## config.mk

```make
export PLATFORM = sky130hd
export DESIGN_NAME = clkd_byte_port
export DESIGN_NICKNAME = d
export VERILOG_FILES = /design/src/rtl/byteport_pkg.sv /design/src/rtl/byteport_sync.sv /design/src/rtl/byteport_clk_sel.sv /design/src/rtl/clkd_byte_port.sv
export SDC_FILE = /design/constraint.sdc
export NUM_CORES = 1
export LEC_CHECK = 0
export CORE_ASPECT_RATIO = 1.75
export CORE_MARGIN = 2
export CORE_UTILIZATION = 46
export DETAILED_ROUTE_END_ITERATION = 10
export MAX_ROUTING_LAYER = met4
export PLACE_DENSITY = 0.77
export SETUP_SLACK_MARGIN = 0.05
export SLEW_MARGIN = 10
export SYNTH_ARGS = -nofsm -noshare
export SYNTH_HDL_FRONTEND = slang
export SYNTH_SLANG_ARGS = --single-unit
```

## constraint.sdc

```tcl
create_clock -name clk -period 2.03 [get_ports clk]
set_input_delay 0.203 -clock clk [delete_from_list [all_inputs] [get_ports clk]]
set_output_delay 0.203 -clock clk [all_outputs]
set_load 0.02 [all_outputs]
```

## src/rtl/byteport_pkg.sv

```systemverilog
package byteport_pkg;

    localparam int SRC_W = 3;

    localparam logic [SRC_W-1:0] SRC_NONE   = 3'd0;
    localparam logic [SRC_W-1:0] SRC_EXT    = 3'd1;
    localparam logic [SRC_W-1:0] SRC_TRIG   = 3'd2;
    localparam logic [SRC_W-1:0] SRC_GLOBAL = 3'd3;
    localparam logic [SRC_W-1:0] SRC_IMM    = 3'd4;

    localparam logic [1:0] ADDR_DATA = 2'd0;
    localparam logic [1:0] ADDR_CTRL = 2'd1;
    localparam logic [1:0] ADDR_SRC  = 2'd2;

    // Bit positions inside the host-visible bytes
    localparam int CTRL_DRIVE   = 0;
    localparam int CTRL_OUT_INV = 1;
    localparam int CTRL_IN_INV  = 2;
    localparam int SRC_OUT_LSB  = 0;
    localparam int SRC_IN_LSB   = 4;

    localparam int NUM_PATHS = 2;
    localparam int PATH_OUT  = 0;
    localparam int PATH_IN   = 1;

    typedef struct packed {
        logic             drive;
        logic             out_inv;
        logic             in_inv;
        logic [SRC_W-1:0] out_src;
        logic [SRC_W-1:0] in_src;
    } port_cfg_t;

endpackage

```

## src/rtl/byteport_sync.sv

```systemverilog
module byteport_sync #(
    parameter int W      = 1,
    parameter int STAGES = 2
) (
    input  logic         clk,
    input  logic         rst_n,
    input  logic [W-1:0] async_i,
    output logic [W-1:0] sync_o
);

    logic [W-1:0] stage_d [STAGES];
    logic [W-1:0] stage_q [STAGES];

    always_comb begin
        stage_d[0] = async_i;
        for (int i = 1; i < STAGES; i++) begin
            stage_d[i] = stage_q[i-1];
        end
    end

    always_ff @(posedge clk or negedge rst_n) begin
        if (!rst_n) begin
            for (int i = 0; i < STAGES; i++) begin
                stage_q[i] <= '0;
            end
        end else begin
            stage_q <= stage_d;
        end
    end

    assign sync_o = stage_q[STAGES-1];

endmodule

```

## src/rtl/byteport_clk_sel.sv

```systemverilog
module byteport_clk_sel
    import byteport_pkg::*;
(
    input  logic             clk,
    input  logic             rst_n,
    input  logic [SRC_W-1:0] src_i,
    input  logic             inv_i,
    input  logic             ext_s_i,
    input  logic             trig_s_i,
    input  logic             glb_s_i,
    input  logic             imm_i,
    output logic             fire_o,
    output logic             clocked_o
);

    logic sel;
    logic level_d;
    logic level_q;

    always_comb begin
        case (src_i)
            SRC_EXT:    sel = ext_s_i;
            SRC_TRIG:   sel = trig_s_i;
            SRC_GLOBAL: sel = glb_s_i;
            SRC_IMM:    sel = imm_i;
            default:    sel = 1'b0;
        endcase
        clocked_o = (src_i >= SRC_EXT) && (src_i <= SRC_IMM);
        level_d   = sel ^ inv_i;
        fire_o    = clocked_o && level_d && !level_q;
    end

    always_ff @(posedge clk or negedge rst_n) begin
        if (!rst_n) begin
            level_q <= 1'b0;
        end else begin
            level_q <= level_d;
        end
    end

    // Flipping polarity to invert over a resting-low source is a capture edge
    AST_POL_FLIP_FIRES: assert property (@(posedge clk) disable iff (!rst_n)
        (clocked_o && $stable(src_i) && !sel && !$past(sel) && $rose(inv_i)) |-> fire_o);

endmodule

```

## src/rtl/clkd_byte_port.sv

```systemverilog
module clkd_byte_port
    import byteport_pkg::*;
#(
    parameter int DATA_W      = 8,
    parameter int SYNC_STAGES = 2
) (
    input  logic              clk,
    input  logic              rst_n,
    input  logic              wr_en,
    input  logic [1:0]        wr_addr,
    input  logic [DATA_W-1:0] wr_data,
    input  logic              ext_clk,
    input  logic              trig_in,
    input  logic              glb_trig,
    input  logic              sw_trig,
    input  logic              dir_req,
    input  logic [DATA_W-1:0] pin_in,
    output logic [DATA_W-1:0] pin_out,
    output logic              pin_oe,
    output logic [DATA_W-1:0] rd_data
);

    localparam int CTL_SYNC_W = 4;

    typedef struct packed {
        port_cfg_t         cfg;
        logic [DATA_W-1:0] hold;
        logic [DATA_W-1:0] out_lat;
        logic [DATA_W-1:0] in_lat;
    } port_state_t;

    port_state_t st_d;
    port_state_t st_q;

    logic [CTL_SYNC_W-1:0] ctl_s;
    logic [DATA_W-1:0]     pin_s;
    logic                  ext_s;
    logic                  trig_s;
    logic                  glb_s;
    logic                  dir_s;

    logic [NUM_PATHS-1:0]  fire;
    logic [NUM_PATHS-1:0]  clocked;
    logic [SRC_W-1:0]      path_src [NUM_PATHS];
    logic                  path_inv [NUM_PATHS];

    logic [DATA_W-1:0]     out_val;
    logic [DATA_W-1:0]     in_val;

    logic                  unused_wr_bits;
    assign unused_wr_bits = ^{wr_data[DATA_W-1:SRC_IN_LSB+SRC_W], wr_data[SRC_OUT_LSB+SRC_W]};

    // Synchronisers for asynchronous control lines and the pins
    byteport_sync #(.W(CTL_SYNC_W), .STAGES(SYNC_STAGES)) u_ctl_sync (
        .clk     (clk),
        .rst_n   (rst_n),
        .async_i ({dir_req, glb_trig, trig_in, ext_clk}),
        .sync_o  (ctl_s)
    );

    byteport_sync #(.W(DATA_W), .STAGES(SYNC_STAGES)) u_pin_sync (
        .clk     (clk),
        .rst_n   (rst_n),
        .async_i (pin_in),
        .sync_o  (pin_s)
    );

    assign ext_s  = ctl_s[0];
    assign trig_s = ctl_s[1];
    assign glb_s  = ctl_s[2];
    assign dir_s  = ctl_s[3];

    assign path_src[PATH_OUT] = st_q.cfg.out_src;
    assign path_src[PATH_IN]  = st_q.cfg.in_src;
    assign path_inv[PATH_OUT] = st_q.cfg.out_inv;
    assign path_inv[PATH_IN]  = st_q.cfg.in_inv;

    // One clock selector per latch
    for (genvar k = 0; k < NUM_PATHS; k++) begin : g_path
        byteport_clk_sel u_sel (
            .clk       (clk),
            .rst_n     (rst_n),
            .src_i     (path_src[k]),
            .inv_i     (path_inv[k]),
            .ext_s_i   (ext_s),
            .trig_s_i  (trig_s),
            .glb_s_i   (glb_s),
            .imm_i     (sw_trig),
            .fire_o    (fire[k]),
            .clocked_o (clocked[k])
        );
    end

    always_comb begin
        st_d = st_q;
        if (wr_en) begin
            case (wr_addr)
                ADDR_DATA: st_d.hold = wr_data;
                ADDR_CTRL: begin
                    st_d.cfg.drive   = wr_data[CTRL_DRIVE];
                    st_d.cfg.out_inv = wr_data[CTRL_OUT_INV];
                    st_d.cfg.in_inv  = wr_data[CTRL_IN_INV];
                end
                ADDR_SRC: begin
                    st_d.cfg.out_src = wr_data[SRC_OUT_LSB +: SRC_W];
                    st_d.cfg.in_src  = wr_data[SRC_IN_LSB +: SRC_W];
                end
                default: ;
            endcase
        end
        if (fire[PATH_OUT]) begin
            st_d.out_lat = st_q.hold;
        end
        if (fire[PATH_IN]) begin
            st_d.in_lat = pin_s;
        end
    end

    always_ff @(posedge clk or negedge rst_n) begin
        if (!rst_n) begin
            st_q <= '0;
        end else begin
            st_q <= st_d;
        end
    end

    always_comb begin
        out_val = clocked[PATH_OUT] ? st_q.out_lat : st_q.hold;
        in_val  = clocked[PATH_IN]  ? st_q.in_lat  : pin_s;
        pin_oe  = st_q.cfg.drive | dir_s;
        pin_out = out_val;
        rd_data = pin_oe ? out_val : in_val;
    end

    AST_DRIVE_SETS_OE: assert property (@(posedge clk) disable iff (!rst_n)
        (wr_en && wr_addr == ADDR_CTRL && wr_data[CTRL_DRIVE]) |=> pin_oe);

    AST_TRANSPARENT_OUT: assert property (@(posedge clk) disable iff (!rst_n)
        (wr_en && wr_addr == ADDR_DATA && !clocked[PATH_OUT]) |=> (pin_out == $past(wr_data)));

    AST_CLOCKED_OUT_HOLDS: assert property (@(posedge clk) disable iff (!rst_n)
        (clocked[PATH_OUT] && !fire[PATH_OUT]) |=>
        ((pin_out == $past(pin_out)) || (st_q.cfg.out_src != $past(st_q.cfg.out_src))));

    AST_IMM_CAPTURE: assert property (@(posedge clk) disable iff (!rst_n)
        (sw_trig && !$past(sw_trig) && st_q.cfg.out_src == SRC_IMM
         && $past(st_q.cfg.out_src) == SRC_IMM && !st_q.cfg.out_inv
         && !$past(st_q.cfg.out_inv) && !(wr_en && wr_addr == ADDR_SRC))
        |=> (pin_out == $past(st_q.hold)));

endmodule

```

Word level (Yosys, flattened, before mapping)
Cells that the tools add are included.
{ "word_totals": {"in_bits": 26, "regBits": 59, "wordCells": 48, "out_inout_bits": 17} }
{ "classes": {"reduce_logical": 12, "n_mux": 5, "n_lt_le_gt_ge": 4, "eq_ne": 10, "bitwise_logic": 3} }
{ "ops": {"columns": ["op", "count"], "rows": [
  ["8-bit two-way mux", 3],
  ["3-bit by 2-bit equality test with 1-bit output, second input constant", 4],
  ["1-bit one-hot mux with 4 select lines", 2],
  ["3-bit by 1-bit equality test with 1-bit output, second input constant", 2],
  ["3-bit equality test, second input constant", 2],
  ["3-bit by 1-bit greater-or-equal comparator with 1-bit output, second input constant", 2],
  ["3-bit less-or-equal comparator, second input constant", 2],
  ["1-bit logical AND", 6],
  ["2-bit AND reduction", 3],
  ["2-bit by 1-bit equality test with 1-bit output, second input constant", 1],
  ["2-bit equality test, second input constant", 1],
  ["1-bit zero test", 2],
  ["2-bit zero test", 1],
  ["1-bit bitwise XOR", 2],
  ["1-bit OR", 1]
]} }

Logic depth before layout (Yosys ltp)
Gate-level depths: netlist (run 1).
{ "logic_depth": {"depth_word": 5, "depth_mapped": 5, "depth_no_buf": 5} }

By module
From an unflattened synthesis (run 1), not the netlist that was laid out.
{ "hier_totals": {"hier_cells": 149, "area_unflattened_um2": 2356.0} }
{ "modules_own_cells": {"columns": ["mod", "area_each_um2", "instances", "seq_area_each_um2", "cells_per_inst"], "rows": [
  ["clkd_byte_port", 1537.7, 1, 825.8, 99],
  ["byteport_sync at u_pin_sync", 400.4, 1, 400.4, 16],
  ["byteport_clk_sel", 108.9, 2, 25.0, 13],
  ["byteport_sync at u_ctl_sync", 200.2, 1, 200.2, 8]
]} }

Worst setup path before layout (run 1)
Ideal clock, no wire load.
{ "synth_path": {"kind": "reg-to-reg", "from": "register st_q, in the netlist path_src[1]", "to": "register st_q[0] in the netlist's numbering", "arrival_ns": 1.868, "period_less_slack_ns": 1.992, "path_stages_with_launch": 6, "n_path_buf": 0, "setup_time_ns": 0.125, "required_time_ns": 1.905, "setup_slack_ns": 0.038, "path_cell_list": "dfrtp_1 > mux2_1 > a311oi_2 > xnor2_1 > nor3b_4 > mux2_2"} }
{ "synth_between": {"elab_chain_len": 5, "word_cells_on_any_way": 11, "cone_classes": "order compare (2); eq/ne (4); mux (1); bitwise (1); reduce/logical (3)"} }
{ "synth_rtl": {"columns": ["item", "line", "source"], "rows": [
  ["start, declared", "clkd_byte_port.sv:33", "port_state_t st_q;"],
  ["start signal, assigned", "clkd_byte_port.sv:123", "st_q <= st_d;"],
  ["3-bit equality test, or another cell as far along", "byteport_clk_sel.sv:21", "case (src_i)"],
  ["1-bit one-hot mux with 4 select lines *", "byteport_clk_sel.sv:21", null],
  ["1-bit bitwise XOR *", "byteport_clk_sel.sv:29", "level_d = sel ^ inv_i;"],
  ["net g_path[1].u_sel.level_d", "byteport_clk_sel.sv:17", "logic level_d;"],
  ["1-bit logical AND * (2 in a row)", "byteport_clk_sel.sv:30", "fire_o = clocked_o && level_d && !level_q;"]
]} }
The timed path passes the listed nets; every way through them passes the cells marked *.
A chain may end at the register's enable or synchronous reset.

Worst setup path after layout (run 1)
{ "layout_path": {"from": "register st_q, in the netlist path_src[4]", "to": "output port rd_data[4]"} }
{ "layout_between": {"elab_chain_len": 4, "word_cells_on_any_way": 5, "cone_classes": "order compare (2); mux (2); reduce/logical (1)"} }
{ "layout_rtl": {"columns": ["item", "line", "source"], "rows": [
  ["3-bit by 1-bit greater-or-equal comparator with 1-bit output / 3-bit less-or-equal comparator (equally long branches)", "byteport_clk_sel.sv:28", "clocked_o = (src_i >= SRC_EXT) && (src_i <= SRC_IMM);"],
  ["1-bit logical AND *", "byteport_clk_sel.sv:28", null],
  ["8-bit two-way mux *", "clkd_byte_port.sv:128", "out_val = clocked[PATH_OUT] ? st_q.out_lat : st_q.hold;"],
  ["8-bit two-way mux *", "clkd_byte_port.sv:132", "rd_data = pin_oe ? out_val : in_val;"],
  ["end, declared", "clkd_byte_port.sv:20", "output logic [DATA_W-1:0] rd_data"]
]} }
Every way passes the cells marked *; elsewhere a longest branch is shown, timed or not.

==> results.cfg, run 1 <==
[placed_design]
dpl.hpwl_mm = 3.51
dp_cells = 260
place.gp.congestion = 0.725
port_buffers = 42
place_ws_ns = -0.232

[layout]
layout.nets = 249
final_cell_mix = 58 x dfrtp_1, 25 x mux2_4, 25 x clkdlybuf4s50_1
multi_input_area_mm2 = 0.00102
layout_commonest_cell = dfrtp_1
drive_gt1_frac = 0.515
layout.cells.non_filler = 281
regArea_mm2 = 0.00148
n_fill_cell = 323
syn_to_final_growth_pct = 51.3
diodes = 0

[detailed_routing]
vias_per_cell = 5.31
dr.first_iter.drc_count = 26
drt.antenna.violating_nets = 0
first_pass_iters = 4
drc = 0
vias = 1493
routed_wirelength_mm = 5.46
wl_per_cell_um = 19.4

[floorplan]
ioPinCount = 43
row_count = 34
start_util = 0.470
die_area_mm2 = 0.00565
die_w_um = 57.7
core-area_mm2 = 0.00493
die_h_um = 97.9

[setup_path]
path_class = register to primary output
rr_startpoint = path_src[1]
cp_max_fo = 4
ff2ff_setup_slack_ns = -0.05
rr_worst_depth = 6
worstSetupEndpointType = primary output
critPathArrivalTime_ns = 1.91
reg2reg_to = st_q[4]
start_kind = register
cp.required_ns = 1.83

[sta]
maxSlewViolCount = 0
setup_slack_ns = -0.0836
rsz0062_at_grt = yes
hold_ws_ns = 0.297
clock_skew_ns = 0.00813
finalCritPeriodShare = 1.04
worstMarginPinSlew_ns = 0.680
finalHoldViolCount = 0
max_slew_margin = 0.547
fmax_ghz = 0.473
setup_viol = 19
min_period_ns = 2.11
setup_tns_ns = -0.912

[status]
status = finished, violations left
failed_checks = setup timing

[clock_network]
insertion_delay_ns = 0.34
clk_pin_slew_ns = 0.07
cts_root_buf = clkbuf_8
clock_path_buffers = 2
numCtsBuffers = 9
cts_tree = built
htreeDepth = 3
cts.sink_count = 59

[grt]
grt_max_degree = 32
grtUsageTotal = 0.217
grt_pass1_wl_mm = 8.76
antenna_found_initial = 0
first_global_vias = 1798
grt-ovfl-total = 0

[min_path]
worstHoldStart = ext_clk
min_path_cells = 1
min_to = u_ctl_sync.stage_d[0]
hold_class = input pin to register

[yosys]
synth_nets = 175
syn_area_per_cell_um2 = 15.6
synth_seq_cells = 59
ys_warn_count = 0
syn_area_mm2 = 0.00232
netlist_instances = 149
ys_types = 22
ys_seq_area_frac = 0.637

[power_and_ir_drop]
peakVddDrop_mv = 1.32
power_density_mw_per_mm2 = 1470
p_leak_nw = 1.60
power_mw = 5.14

[run]
drv_cap = 0
==> Yosys cell counts <==
cell | number | share of area
nor4bb_1 | 1 | 0.0043
and4bb_2 | 2 | 0.011
nand4b_2 | 1 | 0.0065
nor2_1 | 11 | 0.018
a311oi_2 | 1 | 0.0065
mux2_2 | 41 | 0.20
mux2i_1 | 9 | 0.039
nand3b_1 | 2 | 0.0065
o21ai_0 | 1 | 0.0022
nor3b_2 | 1 | 0.0054
mux2_1 | 1 | 0.0049
clkbuf_1 | 1 | 0.0016
xnor2_2 | 2 | 0.014
a21oi_1 | 8 | 0.017
nor3b_1 | 1 | 0.0032
inv_1 | 2 | 0.0032
xnor2_1 | 1 | 0.0038
nor3b_4 | 1 | 0.0081
dfrtp_1 | 59 | 0.64
or3_1 | 1 | 0.0027
and2_1 | 1 | 0.0027
a31o_2 | 1 | 0.0038
==> how the worst max path moves through the flow <==
stage | depth (start not counted) | startpoint | end
floorplan | 5 | path_src[1] | st_q[0]
global placement | 7 | sw_trig | st_q[1]
detailed placement | 7 | sw_trig | st_q[2]
CTS | 7 | path_src[3] | rd_data[1]
global route | 7 | path_src[4] | rd_data[4]
finish | 7 | path_src[4] | rd_data[4]
==> critical path: stages, from the launching register on <==
cell and delay, ns:
dfrtp_1 0.42, nor2_4 0.19, xnor2_4 0.16, clkbuf_16 0.19, mux2_4 0.32, nor2_1 0.09, a21oi_1 0.05, buf_4 0.17
==> area by class of cell <==
type	instances	share of cell area
clock buffer	11	0.0432
sequential	59	0.421
timing repair buffer	64	0.194
multi-input combinational	87	0.292
tap	54	0.0193
inverter	2	0.00214
clock inverter	4	0.0278
==> flip-flops by register name, indices dropped and copies added (netlist names) <==
| register | cells |
|---|---|
| path_inv | 2 |
| u_ctl_sync.sync_o | 4 |
| g_path.u_sel.level_q | 2 |
| path_src | 6 |
| u_pin_sync.stage_d | 8 |
| st_q | 25 |
| u_pin_sync.sync_o | 8 |
| u_ctl_sync.stage_d | 4 |
==> cell families (layout without fill, tap and decap cells) <==
family                 count (synthesis)  count (layout)  synth area share
AO/OA/AOI/OAI                         11              11            0.0297
XOR/XNOR                               3               3            0.0178
buffers and inverters                  3              81           0.00486
flip-flops                            59              59             0.637
multiplexers                          51              51             0.243
AND/OR/NAND/NOR                       22              22            0.0680
==> power by group <==
part	total, mW	internal, mW	leakage (nW)	switching (mW)
Combinational	2.18	1.29	0.788	0.890
Clock	1.33	0.875	0.122	0.450
Sequential	1.63	1.45	0.694	0.188
Total	5.14	3.61	1.60	1.53
==> stage by stage <==
stage	cell area, um^2	util
6_report	3510	0.711
2_1_floorplan	2320	-
4_1_cts	3410	0.691
3_5_place_dp	2960	0.599
3_3_place_gp	2960	0.599
5_1_grt	3510	0.711
==> repair_timing <==
action / in CTS / in global routing
setup buffers: 4 / 0
cloned: 1 / 0
pin swaps: 10 / 7
endpoints found under the setup margin: 24 / 32
resized for setup: 120 / 27
endpoints found under the hold margin: 28 / 0
hold buffers: 1 / 0
==> metal layers <==
layer / track usage / routed length (um) / share of wire / up-vias
met2: 0.365 / 3030 / 0.56 / 37
met5: - / 0 / 0 / -
met1: 0.233 / 2130 / 0.39 / 765
met4: 0.0948 / 99 / 0.018 / 0
met3: 0.0596 / 196 / 0.036 / 8
li1: - / - / - / 683
(Power assumes the default switching activity.)
==> inputs of run 2 (changes only) <==
--- a/config.mk
+++ b/config.mk
@@ -7,10 +7,11 @@
 export LEC_CHECK = 0
 export CORE_ASPECT_RATIO = 1.75
 export CORE_MARGIN = 2
-export CORE_UTILIZATION = 46
+export CORE_UTILIZATION = 45
 export DETAILED_ROUTE_END_ITERATION = 10
+export GPL_TIMING_DRIVEN = 1
 export MAX_ROUTING_LAYER = met4
-export PLACE_DENSITY = 0.77
+export PLACE_DENSITY = 0.78
 export SETUP_SLACK_MARGIN = 0.05
 export SLEW_MARGIN = 10
 export SYNTH_ARGS = -nofsm -noshare
==> results.cfg, run 2 (synthesis results as in run 1) <==
[floorplan]
ioPinCount = 43
die_area_mm2 = 0.00577
die_w_um = 58.3
die_h_um = 99.0
row_count = 34
start_util = 0.466
core-area_mm2 = 0.00498

[setup_path]
critPathBufInv = 2
startpoint = path_src[1]
worstSetupEndpointType = register
crit_top_cell = mux2_4
reg2reg_to = st_q[0]
critPathArrivalTime_ns = 2.39
path_class = register to register
cp_slowest_cell = dfrtp_1
cp_max_fo = 8
path_cells = buf_6, mux2_4, a311oi_2, xnor2_1, nor3b_4, buf_12, mux2_4
path_delay_family = multiplexers
cpPeakStageDelay_ns = 0.40
ff2ff_setup_slack_ns = -0.15
rr_startpoint = path_src[1]
rr_worst_depth = 7
path_depth = 7
start_kind = register
cp.required_ns = 2.24
cp-endpoint = st_q[0]

[min_path]
hold_class = input pin to async pin

[layout]
layout.nets = 252
diodes = 0
regMostFlops = st_q
final_cell_mix = 58 x dfrtp_1, 25 x mux2_4, 25 x clkdlybuf4s50_1
largest_reg_flops = 25
n_fill_cell = 332
syn_to_final_growth_pct = 48.6
layout_commonest_cell = dfrtp_1
drive_gt1_frac = 0.524

[sta]
max_slew_margin = 0.528
setup_tns_ns = -1.58
rsz0062_at_grt = yes
setup_slack_ns = -0.147
maxSlewViolCount = 0
min_period_ns = 2.18
worstMarginPinSlew_ns = 0.708
fmax_ghz = 0.459
finalHoldViolCount = 0
clock_skew_ns = 0.00391
setup_viol = 20
finalCritPeriodShare = 1.07
hold_ws_ns = 0.00552

[detailed_routing]
drc = 0
vias_per_cell = 5.33
wl_per_cell_um = 20.0
dr.first_iter.drc_count = 51
first_pass_iters = 4
vias = 1518
routed_wirelength_mm = 5.69
drt.antenna.violating_nets = 0

[power_and_ir_drop]
p_leak_nw = 1.56
peakVddDrop_mv = 1.07
power_density_mw_per_mm2 = 1390

[placed_design]
place.gp.congestion = 0.748
dpl.hpwl_mm = 3.34
port_buffers = 42
place_ws_ns = -0.339

[clock_network]
numCtsBuffers = 9
clock_path_buffers = 2
htreeDepth = 3
cts_tree = built
cts_hold_buf = 0
cts_root_buf = clkbuf_8
insertion_delay_ns = 0.33
clk_pin_slew_ns = 0.07
cts.sink_count = 59

[grt]
grtUsageTotal = 0.221
grt-ovfl-total = 0
grt_max_degree = 60
first_global_vias = 1715
antenna_found_initial = 0
grt_pass1_wl_mm = 8.92

[status]
status = finished, violations left
failed_checks = setup timing

[run]
drv_cap = 0
run 2: per-layer routing:
metal / GRT usage / part of all wire
met3: 0.0472 / 0.041
met2: 0.368 / 0.58
met1: 0.253 / 0.37
met4: 0.0877 / 0.010
met5: - / 0
run 2: power breakdown:
part	switching, mW	total [mW]	leakage, nW	internal [mW]
registers	0.202	1.65	0.694	1.45
logic	0.896	2.09	0.776	1.19
clock network	0.462	1.06	0.0905	0.597
total	1.56	4.79	1.56	3.24
run 2: stage by stage:
stage	std cells	power, mW	util	cell area, um^2
6_report	285	4.79	0.692	3450
5_1_grt	285	5.02	0.692	3450
4_1_cts	284	4.60	0.670	3330
3_5_place_dp	261	3.23	0.590	2940
3_3_place_gp	261	3.17	0.590	2940
2_1_floorplan	149	2.49	-	2320
run 2: timing repair:
action | CTS | global route
resized for setup | 113 | 26
cloned | 2 | 0
endpoints found under the setup margin | 24 | 32
pin swaps | 7 | 5
buffers inserted | 5 | 3
run 2: worst min-delay path by stage:
stage	cells after the start	slack, ns	to	startpoint
3_3_place_gp	0	0.33	u_pin_sync.sync_o[0]	u_pin_sync.stage_d[0]
6_report	2	0.006	u_pin_sync.stage_d[7]	rst_n
2_1_floorplan	0	-0.09	g_path[0].u_sel.level_q	rst_n
3_5_place_dp	0	0.33	u_ctl_sync.sync_o[2]	u_ctl_sync.stage_d[2]
5_1_grt	2	0.07	u_pin_sync.sync_o[7]	rst_n
4_1_cts	2	0.03	u_pin_sync.stage_d[2]	rst_n
run 2: cell type report:
| class | count | area, um^2 | area share |
|---|---|---|---|
| Clock inverter | 6 | 65.1 | 0.0189 |
| Tap cell | 54 | 67.6 | 0.0196 |
| Timing Repair Buffer | 65 | 604 | 0.175 |
| Clock buffer | 10 | 138 | 0.0399 |
| Sequential cell | 59 | 1480 | 0.429 |
| Multi-Input combinational cell | 89 | 1090 | 0.315 |
| Inverter | 2 | 7.51 | 0.00218 |
